File: config.mk
export PLATFORM = sky130hd
export DESIGN_NAME = kbd_mmio_port
export DESIGN_NICKNAME = d
export VERILOG_FILES = /design/src/rtl/kbd_pkg.sv /design/src/rtl/kbd_addr_decode.sv /design/src/rtl/kbd_capture.sv /design/src/rtl/kbd_int_ctrl.sv /design/src/rtl/kbd_mmio_port.sv
export SDC_FILE = /design/constraint.sdc
export NUM_CORES = 1
export LEC_CHECK = 0
export ABC_CLOCK_PERIOD_IN_PS = 2150
export BUFFER_PORTS_ARGS = -buffer_cell sky130_fd_sc_hd__buf_2
export CAP_MARGIN = 20
export CORE_MARGIN = 1
export CORE_UTILIZATION = 35
export CTS_BUF_LIST = sky130_fd_sc_hd__clkbuf_4
export DETAILED_ROUTE_END_ITERATION = 10
export PLACE_DENSITY_LB_ADDON = 0.05
export SYNTH_ARGS = -nofsm -noshare
export SYNTH_HDL_FRONTEND = slang
export SYNTH_SLANG_ARGS = --single-unit
File: constraint.sdc
create_clock -name clk -period 2.15 [get_ports clk]
set_clock_uncertainty 0.1 [all_clocks]
set_input_delay 0.215 -clock clk [delete_from_list [all_inputs] [get_ports clk]]
set_output_delay 0.215 -clock clk [all_outputs]
set_load 0.005 [all_outputs]
File: src/rtl/kbd_pkg.sv
// Package: shared constants and the decode-select type for the keyboard port.
// Assumes a 16-bit address and data path with 8-bit character codes.
package kbd_pkg;
    localparam int unsigned KB_ADDR_W = 16;
    localparam int unsigned KB_DATA_W = 16;
    localparam int unsigned KB_CODE_W = 8;
    localparam logic [KB_ADDR_W-1:0] KB_STAT_ADDR = 16'hFE00;
    localparam logic [KB_ADDR_W-1:0] KB_DATA_ADDR = 16'hFE02;

    typedef enum logic [1:0] {
        SEL_MEM  = 2'd0,
        SEL_STAT = 2'd1,
        SEL_DATA = 2'd2
    } kb_sel_e;
endpackage

File: src/rtl/kbd_addr_decode.sv
// Address decoder: classifies a processor address as status, data or memory.
// Assumes the two register addresses differ; a full-width compare is used.
module kbd_addr_decode
    import kbd_pkg::*;
#(
    parameter int unsigned ADDR_W = KB_ADDR_W,
    parameter logic [ADDR_W-1:0] STAT_ADDR = KB_STAT_ADDR,
    parameter logic [ADDR_W-1:0] DATA_ADDR = KB_DATA_ADDR
) (
    input  logic [ADDR_W-1:0] addr,
    output kb_sel_e           sel
);
    // Select the read source from the address.
    always_comb begin
        if (addr == STAT_ADDR)      sel = SEL_STAT;
        else if (addr == DATA_ADDR) sel = SEL_DATA;
        else                        sel = SEL_MEM;
    end
endmodule

File: src/rtl/kbd_capture.sv
// Character capture: latches one code, holds it with a ready flag, and drops
// later codes until an acknowledge (data-register read) clears the flag.
// Assumes key_valid is a single-cycle strobe per character.
module kbd_capture #(
    parameter int unsigned CODE_W = 8
) (
    input  logic              clk,
    input  logic              rst_n,
    input  logic              key_valid,
    input  logic [CODE_W-1:0] key_code,
    input  logic              rd_ack,
    output logic              ready,
    output logic [CODE_W-1:0] code
);
    // Ready flag: set on capture when idle, cleared by acknowledge when full.
    always_ff @(posedge clk) begin
        if (!rst_n)     ready <= 1'b0;
        else if (ready) ready <= !rd_ack;
        else            ready <= key_valid;
    end

    // Code latch: loads only while idle, so a held code is never overwritten.
    always_ff @(posedge clk) begin
        if (!rst_n)                   code <= '0;
        else if (!ready && key_valid) code <= key_code;
    end

    AST_CAPTURE_WHEN_IDLE: assert property (@(posedge clk) disable iff (!rst_n)
        (!ready && key_valid) |=> (ready && code == $past(key_code)));
    AST_HOLD_WHILE_FULL: assert property (@(posedge clk) disable iff (!rst_n)
        (ready && !rd_ack) |=> (ready && $stable(code)));
    AST_ACK_CLEARS: assert property (@(posedge clk) disable iff (!rst_n)
        (ready && rd_ack) |=> (!ready && $stable(code)));
endmodule

File: src/rtl/kbd_int_ctrl.sv
// Interrupt control: holds the software-written enable and forms the request.
// Assumes the caller qualifies wr_en with a status-register address match.
module kbd_int_ctrl (
    input  logic clk,
    input  logic rst_n,
    input  logic wr_en,
    input  logic wr_bit,
    input  logic ready,
    output logic ie,
    output logic irq
);
    // Enable bit: loaded from the written data on a status write.
    always_ff @(posedge clk) begin
        if (!rst_n)     ie <= 1'b0;
        else if (wr_en) ie <= wr_bit;
    end

    // Request: a waiting character with interrupts enabled.
    assign irq = ready & ie;

    AST_IE_FOLLOWS_WRITE: assert property (@(posedge clk) disable iff (!rst_n)
        wr_en |=> (ie == $past(wr_bit)));
    AST_IE_HOLDS: assert property (@(posedge clk) disable iff (!rst_n)
        !wr_en |=> $stable(ie));
endmodule

File: src/rtl/kbd_mmio_port.sv
// Keyboard input port top: address decode, status/data registers, interrupt
// request and read-back mux onto the memory-data path.
// Assumes single-cycle combinational reads; cpu_rd/cpu_wr are not both high.
module kbd_mmio_port
    import kbd_pkg::*;
#(
    parameter int unsigned ADDR_W = KB_ADDR_W,
    parameter int unsigned DATA_W = KB_DATA_W,
    parameter int unsigned CODE_W = KB_CODE_W,
    parameter logic [ADDR_W-1:0] STAT_ADDR = KB_STAT_ADDR,
    parameter logic [ADDR_W-1:0] DATA_ADDR = KB_DATA_ADDR
) (
    input  logic              clk,
    input  logic              rst_n,
    input  logic              key_valid,
    input  logic [CODE_W-1:0] key_code,
    input  logic [ADDR_W-1:0] cpu_addr,
    input  logic              cpu_rd,
    input  logic              cpu_wr,
    input  logic [DATA_W-1:0] cpu_wdata,
    input  logic [DATA_W-1:0] mem_rdata,
    output logic [DATA_W-1:0] cpu_rdata,
    output logic              irq
);
    localparam int unsigned RDY_BIT = DATA_W - 1;
    localparam int unsigned IE_BIT  = DATA_W - 2;

    kb_sel_e           sel;
    logic              rd_ack;
    logic              wr_stat;
    logic              ready;
    logic              ie;
    logic [CODE_W-1:0] code;
    logic [DATA_W-1:0] stat_word;
    logic [DATA_W-1:0] data_word;
    logic              unused_wdata;

    kbd_addr_decode #(
        .ADDR_W    (ADDR_W),
        .STAT_ADDR (STAT_ADDR),
        .DATA_ADDR (DATA_ADDR)
    ) u_dec (
        .addr (cpu_addr),
        .sel  (sel)
    );

    // Strobe qualification: data reads acknowledge, status writes load enable.
    assign rd_ack  = cpu_rd && (sel == SEL_DATA);
    assign wr_stat = cpu_wr && (sel == SEL_STAT);

    kbd_capture #(.CODE_W(CODE_W)) u_cap (
        .clk       (clk),
        .rst_n     (rst_n),
        .key_valid (key_valid),
        .key_code  (key_code),
        .rd_ack    (rd_ack),
        .ready     (ready),
        .code      (code)
    );

    kbd_int_ctrl u_int (
        .clk    (clk),
        .rst_n  (rst_n),
        .wr_en  (wr_stat),
        .wr_bit (cpu_wdata[IE_BIT]),
        .ready  (ready),
        .ie     (ie),
        .irq    (irq)
    );

    // Only the enable bit of write data is used.
    assign unused_wdata = &{1'b0, cpu_wdata};

    // Status word: flags in the top two bits, zeros elsewhere.
    always_comb begin
        stat_word          = '0;
        stat_word[RDY_BIT] = ready;
        stat_word[IE_BIT]  = ie;
    end

    // Data word: code zero-extended to the bus width.
    assign data_word = {{(DATA_W-CODE_W){1'b0}}, code};

    // Read-back mux onto the memory-data path.
    always_comb begin
        case (sel)
            SEL_STAT: cpu_rdata = stat_word;
            SEL_DATA: cpu_rdata = data_word;
            default:  cpu_rdata = mem_rdata;
        endcase
    end

    AST_MEM_PASSTHRU: assert property (@(posedge clk) disable iff (!rst_n)
        (cpu_addr != STAT_ADDR && cpu_addr != DATA_ADDR) |-> (cpu_rdata == mem_rdata));
    AST_DATA_UPPER_ZERO: assert property (@(posedge clk) disable iff (!rst_n)
        (cpu_addr == DATA_ADDR) |-> (cpu_rdata[DATA_W-1:CODE_W] == '0));
    AST_IRQ_MATCHES_STATUS: assert property (@(posedge clk) disable iff (!rst_n)
        (cpu_addr == STAT_ADDR) |-> (irq == (cpu_rdata[RDY_BIT] & cpu_rdata[IE_BIT])));
    AST_STATUS_READ_KEEPS: assert property (@(posedge clk) disable iff (!rst_n)
        (cpu_rd && cpu_addr == STAT_ADDR && cpu_rdata[RDY_BIT]) |=> ready);
    AST_STATUS_WRITE_KEEPS_READY: assert property (@(posedge clk) disable iff (!rst_n)
        (wr_stat && !key_valid) |=> (ready == $past(ready)));
endmodule

# Yosys cells after proc, flatten, opt, wreduce, memory -nomap -nowiden
# Index checks and enable logic that the tools add are counted.
[op_classes]
mux = 4
n_bitwise = 1
n_eq_ne = 4
reduce_logical = 5
[op_table]
columns = ["cell", "n"]
rows = [
  ["$eq 16x16->1 const B", 2],
  ["$pmux 16 s2", 1],
  ["$mux 2", 2],
  ["$logic_and 1x1->1", 3],
  ["$eq 2x1->1 const B", 1],
  ["$eq 2x2->1 const B", 1],
  ["$logic_not 1->1", 2],
  ["$and 1x1->1", 1],
  ["$mux 1", 1],
]
[totals]
register_bits = 10
output_inout_bits = 17
inputBits = 61
wordCells = 17

# Logic depth before layout (Yosys ltp)
[logic_depth]
word_depth = 7
ltp_mapped = 5
ltp_nobuf = 4

# By module
# Synthesis repeated with hierarchy kept, for this count alone.
[hier_totals]
cells_unflattened = 79
area_unflattened_um2 = 708.2
[modules_own_cells]
columns = ["module", "n_inst", "seq_area_each_um2", "cells_per_inst", "area_per_inst_um2"]
rows = [
  ["kbd_capture", 1, 180.2, 39, 379.1],
  ["kbd_mmio_port", 1, 0.0, 29, 222.7],
  ["kbd_addr_decode", 1, 0.0, 7, 63.8],
  ["kbd_int_ctrl", 1, 20.0, 4, 42.5],
]

# Worst setup path after synthesis
# No wires, ideal clock.
[synth_path]
path_type = "input to output"
start = "in cpu_addr[7]"
end = "out cpu_rdata[0]"
n_path_buf = 1
path_stages = 4
path_slack_ps = 787
arrival_ps = 1048
path_cell_list = "nor4b_2 -> nand4_2 -> buf_2 -> o21ai_1"
[synth_via]
elab_chain_cells = 5
[synth_lines]
columns = ["item", "line", "rtl"]
rows = [
  ["start, declared", "kbd_mmio_port.sv:17", "input logic [ADDR_W-1:0] cpu_addr,"],
  ["$eq 16x16->1", "kbd_addr_decode.sv:16", "else if (addr == DATA_ADDR) sel = SEL_DATA;"],
  ["$mux 2", "kbd_addr_decode.sv:16", ""],
  ["$mux 2 (*)", "kbd_addr_decode.sv:15", "if (addr == STAT_ADDR) sel = SEL_STAT;"],
  ["$eq 2x2->1 or $eq 2x1->1 (tied branches)", "kbd_mmio_port.sv:86", "case (sel)"],
  ["$pmux 16 s2 (*)", "kbd_mmio_port.sv:86", ""],
  ["end, declared", "kbd_mmio_port.sv:22", "output logic [DATA_W-1:0] cpu_rdata,"],
]
# Every way passes the cells marked *; elsewhere a longest branch is shown, timed or not.

# Final worst setup path
[layout_path]
start = "in cpu_addr[7]"
end = "out cpu_rdata[11]"
# Same word-level chain as after synthesis.

==> out/results.tsv <==
stage	metric	value	unit
run_status	status	completed	
global_route	largest net degree at the start of global routing	29	
global_route	gr usage total	0.170	
global_route	initial antenna violation count	0	
yosys	EDFF count, synth	0	
pwr	Pwr Density	430	nW/um^2
place	gpl congestion	0.717	
yosys	post-synth top area share	0.317	
yosys	sequential area share after synthesis	0.317	
detailed_routing	DRC errors left	0	
yosys	synth unique cells	17	
pwr	Comb pwr share	0.233	
detailed_routing	first drt pass iteration count	4	
detailed_routing	WL per Instance	8.92	um
yosys	syn nets	151	
cts	CTS Sinks	10	
setup_path	R2R Path Start	u_cap.ready	
yosys	Yosys top cell by area	dfxtp_1	
yosys	asr flop ratio synth	0	
global_route	global route total overflow	0	
setup_path	Max FO, Critical Path	28	
place	number of port buffers	62	
yosys	Synth Warn #	0	
cells_and_area	synthesis-to-finish area growth	54.8	%
cells_and_area	layout cells sized above 1	0.467	
yosys	top_reg_cell synth	dfxtp_1	
setup_path	critical path depth in cells	6	
pwr	Sw Ratio	0.245	
timing	period utilization	0.713	
detailed_routing	vias	797	
cts	post-CTS sizing	0	
detailed_routing	ANT nets after route	0	
pwr	Int Power	317	uW
timing	TNS Setup	0	ns
cts	H-tree Lvls	1	
timing	Worst slew margin	0.626	
place	dpl hpwl	1.28	mm
floorplanning	row count	14	
setup_path	reg2reg setup slack	0.88	ns
cells_and_area	number of diodes	0	
cts	Worst-Skew Late Latency	0.25	ns
cts	TritonCTS clock tree	yes	
setup_path	path type of the worst setup path	primary input to output port	
pwr	VDD IR max	261	uV
place	DP Area	953	sq um
pwr	Leakage	0.000495	uW
pwr	Sw Pwr	103	uW
cells_and_area	Filler cells	166	
floorplanning	initial cell density of the core	0.396	
setup_path	WP data required	1.84	ns
yosys	synth cell count leaders	nand2_1 (36), dfxtp_1 (10), o21ai_1 (10)	
min_path	Hold Crit Class	primary input to flip-flop	
job	max-cap viol count	0	
cts	clock root buffer	clkbuf_4	
yosys	Gate Count Post-Synth	90	
detailed_routing	final WL	1.55	mm
floorplanning	Die Area	1980	sq um
cts	cts hold-fix bufs	0	
cts	setup bufs post-CTS	0	
global_route	first-pass GRT wire length	2.47	mm
timing	setup violators final	0	
yosys	top-count cell post-synth	nand2_1	
yosys	Area contributors post-synth	dfxtp_1 (32%), nand2_1 (21%), a21boi_0 (9.5%), o21ai_1 (7.9%), and2_1 (6.9%)	
yosys	Yosys reg bits	10	
setup_path	worst-path cell chain	buf_2, nor4b_2, nand4_2, buf_4, and2_1, buf_2	
setup_path	Largest stage delay, worst path	0.28	ns
yosys	mapped cell area	631	sq um
setup_path	CP Capture Type	output port	
cts	CTS clk-pin slew, worst paths	0.06	ns
timing	Slew Limit Fails	0	
floorplanning	number of I/O pins	78	
setup_path	CP Capture Point	cpu_rdata[11]	
setup_path	worst r2r dst	u_cap.code[7]	
detailed_routing	1st-iter DRT viols	12	
setup_path	family with the most delay on the worst path	simple AND/OR/NAND/NOR gates	
setup_path	Reg2Reg Depth	3	
floorplanning	Die Y	44.4	um
timing	RSZ-0062 raised after global routing	false	
timing	final hold viol count	0	
setup_path	most frequent CP cell	buf_2	
cts	Num CTS Buffers	3	
setup_path	slowest cell on the critical path	nor4b_2	
cells_and_area	final cell area excluding filler cells	976	sq um
setup_path	Worst EP arrival	1.22	ns
cells_and_area	number of nets in the layout	213	
floorplanning	core area	1590	sq um
setup_path	Critical Path Source	cpu_addr[7]	
detailed_routing	Via density	4.58	
timing	Slew @ Worst Pin	0.559	ns
setup_path	startpoint class of the critical path	primary input	
global_route	number of global-route vias before repair	594	
pwr	clock power share	0.288	
pwr	Flop pwr share	0.479	
setup_path	Buf/Inv on CP	3	
cts	Clock Tree Buf Depth	2	
timing	Fmax achieved	0.652	GHz
timing	post-layout minimum cycle time	1.53	ns
floorplanning	DIE WIDTH	44.4	um
yosys	mean area per synthesized cell	7.01	sq um
worst min-delay path, delay by kind of cell:
| kind | cells | cell delay, ns |
|---|---|---|
| buffers and inverters | 1 | 0.09 |
| AO/OA/AOI/OAI | 1 | 0.06 |
| AND/OR/NAND/NOR | 1 | 0.04 |
power by group through the flow:
stage               Clock, uW  Combinational [uW]  Sequential, uW
global placement            0                97.4             205
CTS                       127                99.9             201
floorplan                   0                42.9             204
detailed placement          0                99.7             205
finish                    121                97.9             201
global route              136                 112             203
layout make-up:
class / count / area [sq um] / share of cell area
multi-input cells: 74 / 405 / 0.415
clock buffers: 3 / 22.5 / 0.0231
repair buffers: 63 / 318 / 0.326
flip-flops and latches: 10 / 200 / 0.205
well taps: 24 / 30.0 / 0.0308
placed cells by master, fill, tap and decap left out:
cell | Yosys | routed
nand3_1 | 1 | 1
nand2b_1 | 3 | 3
buf_4 | 0 | 1
buf_2 | 2 | 62
dfxtp_1 | 10 | 10
and2_1 | 7 | 7
clkbuf_4 | 0 | 3
nor3_1 | 1 | 1
nor3b_2 | 1 | 1
o221a_2 | 1 | 1
nor4b_2 | 1 | 1
nand2_1 | 36 | 36
nor2b_1 | 1 | 1
mux2i_1 | 1 | 1
and4b_1 | 2 | 2
nand4_2 | 1 | 1
a21boi_0 | 8 | 8
o21ai_1 | 10 | 10
kinds of logic (layout without fill, tap and decap cells):
| logic type | Yosys count | after routing | share of synthesized area |
|---|---|---|---|
| buffers and inverters | 6 | 66 | 0.0397 |
| multiplexers | 1 | 1 | 0.0159 |
| AND/OR/NAND/NOR | 54 | 54 | 0.435 |
| AO/OA/AOI/OAI | 19 | 19 | 0.192 |
| flip-flops | 10 | 10 | 0.317 |
metrics by stage:
step                       util  total power, uW  setup WS (ns)  hold WS [ns]  cells
after CTS                 0.612              429          0.597        0.0961    174
final                     0.612              420          0.616         0.103    174
after detailed placement  0.598              305          0.599         0.357    171
after global routing      0.612              450          0.511         0.108    174
after floorplan               -              246          0.787         0.257     90
after global placement    0.598              303          0.616         0.351    171
sequential cells by signal, summed over array words and instances (netlist names):
| register | cells |
|---|---|
| u_cap.code | 8 |
| u_cap.ready | 1 |
| u_int.ie | 1 |
layer usage:
metal	track usage	wire length [um]
met1	0.223	726
met2	0.250	638
met3	0.0490	173
met4	0.0909	12
met5	0	0
worst min-delay path by stage:
stage / start / endpoint / slack [ns] / depth (start not counted)
final: key_code[5] / u_cap.code[5] / 0.10 / 3
after global routing: key_code[1] / u_cap.code[1] / 0.11 / 3
after CTS: key_code[1] / u_cap.code[1] / 0.1 / 3
after detailed placement: u_cap.code[1] / u_cap.code[1] / 0.36 / 2
after global placement: u_cap.code[1] / u_cap.code[1] / 0.35 / 2
after floorplan: cpu_wdata[14] / u_int.ie / 0.26 / 2
No activity file was read; power rests on OpenSTA's default activity.
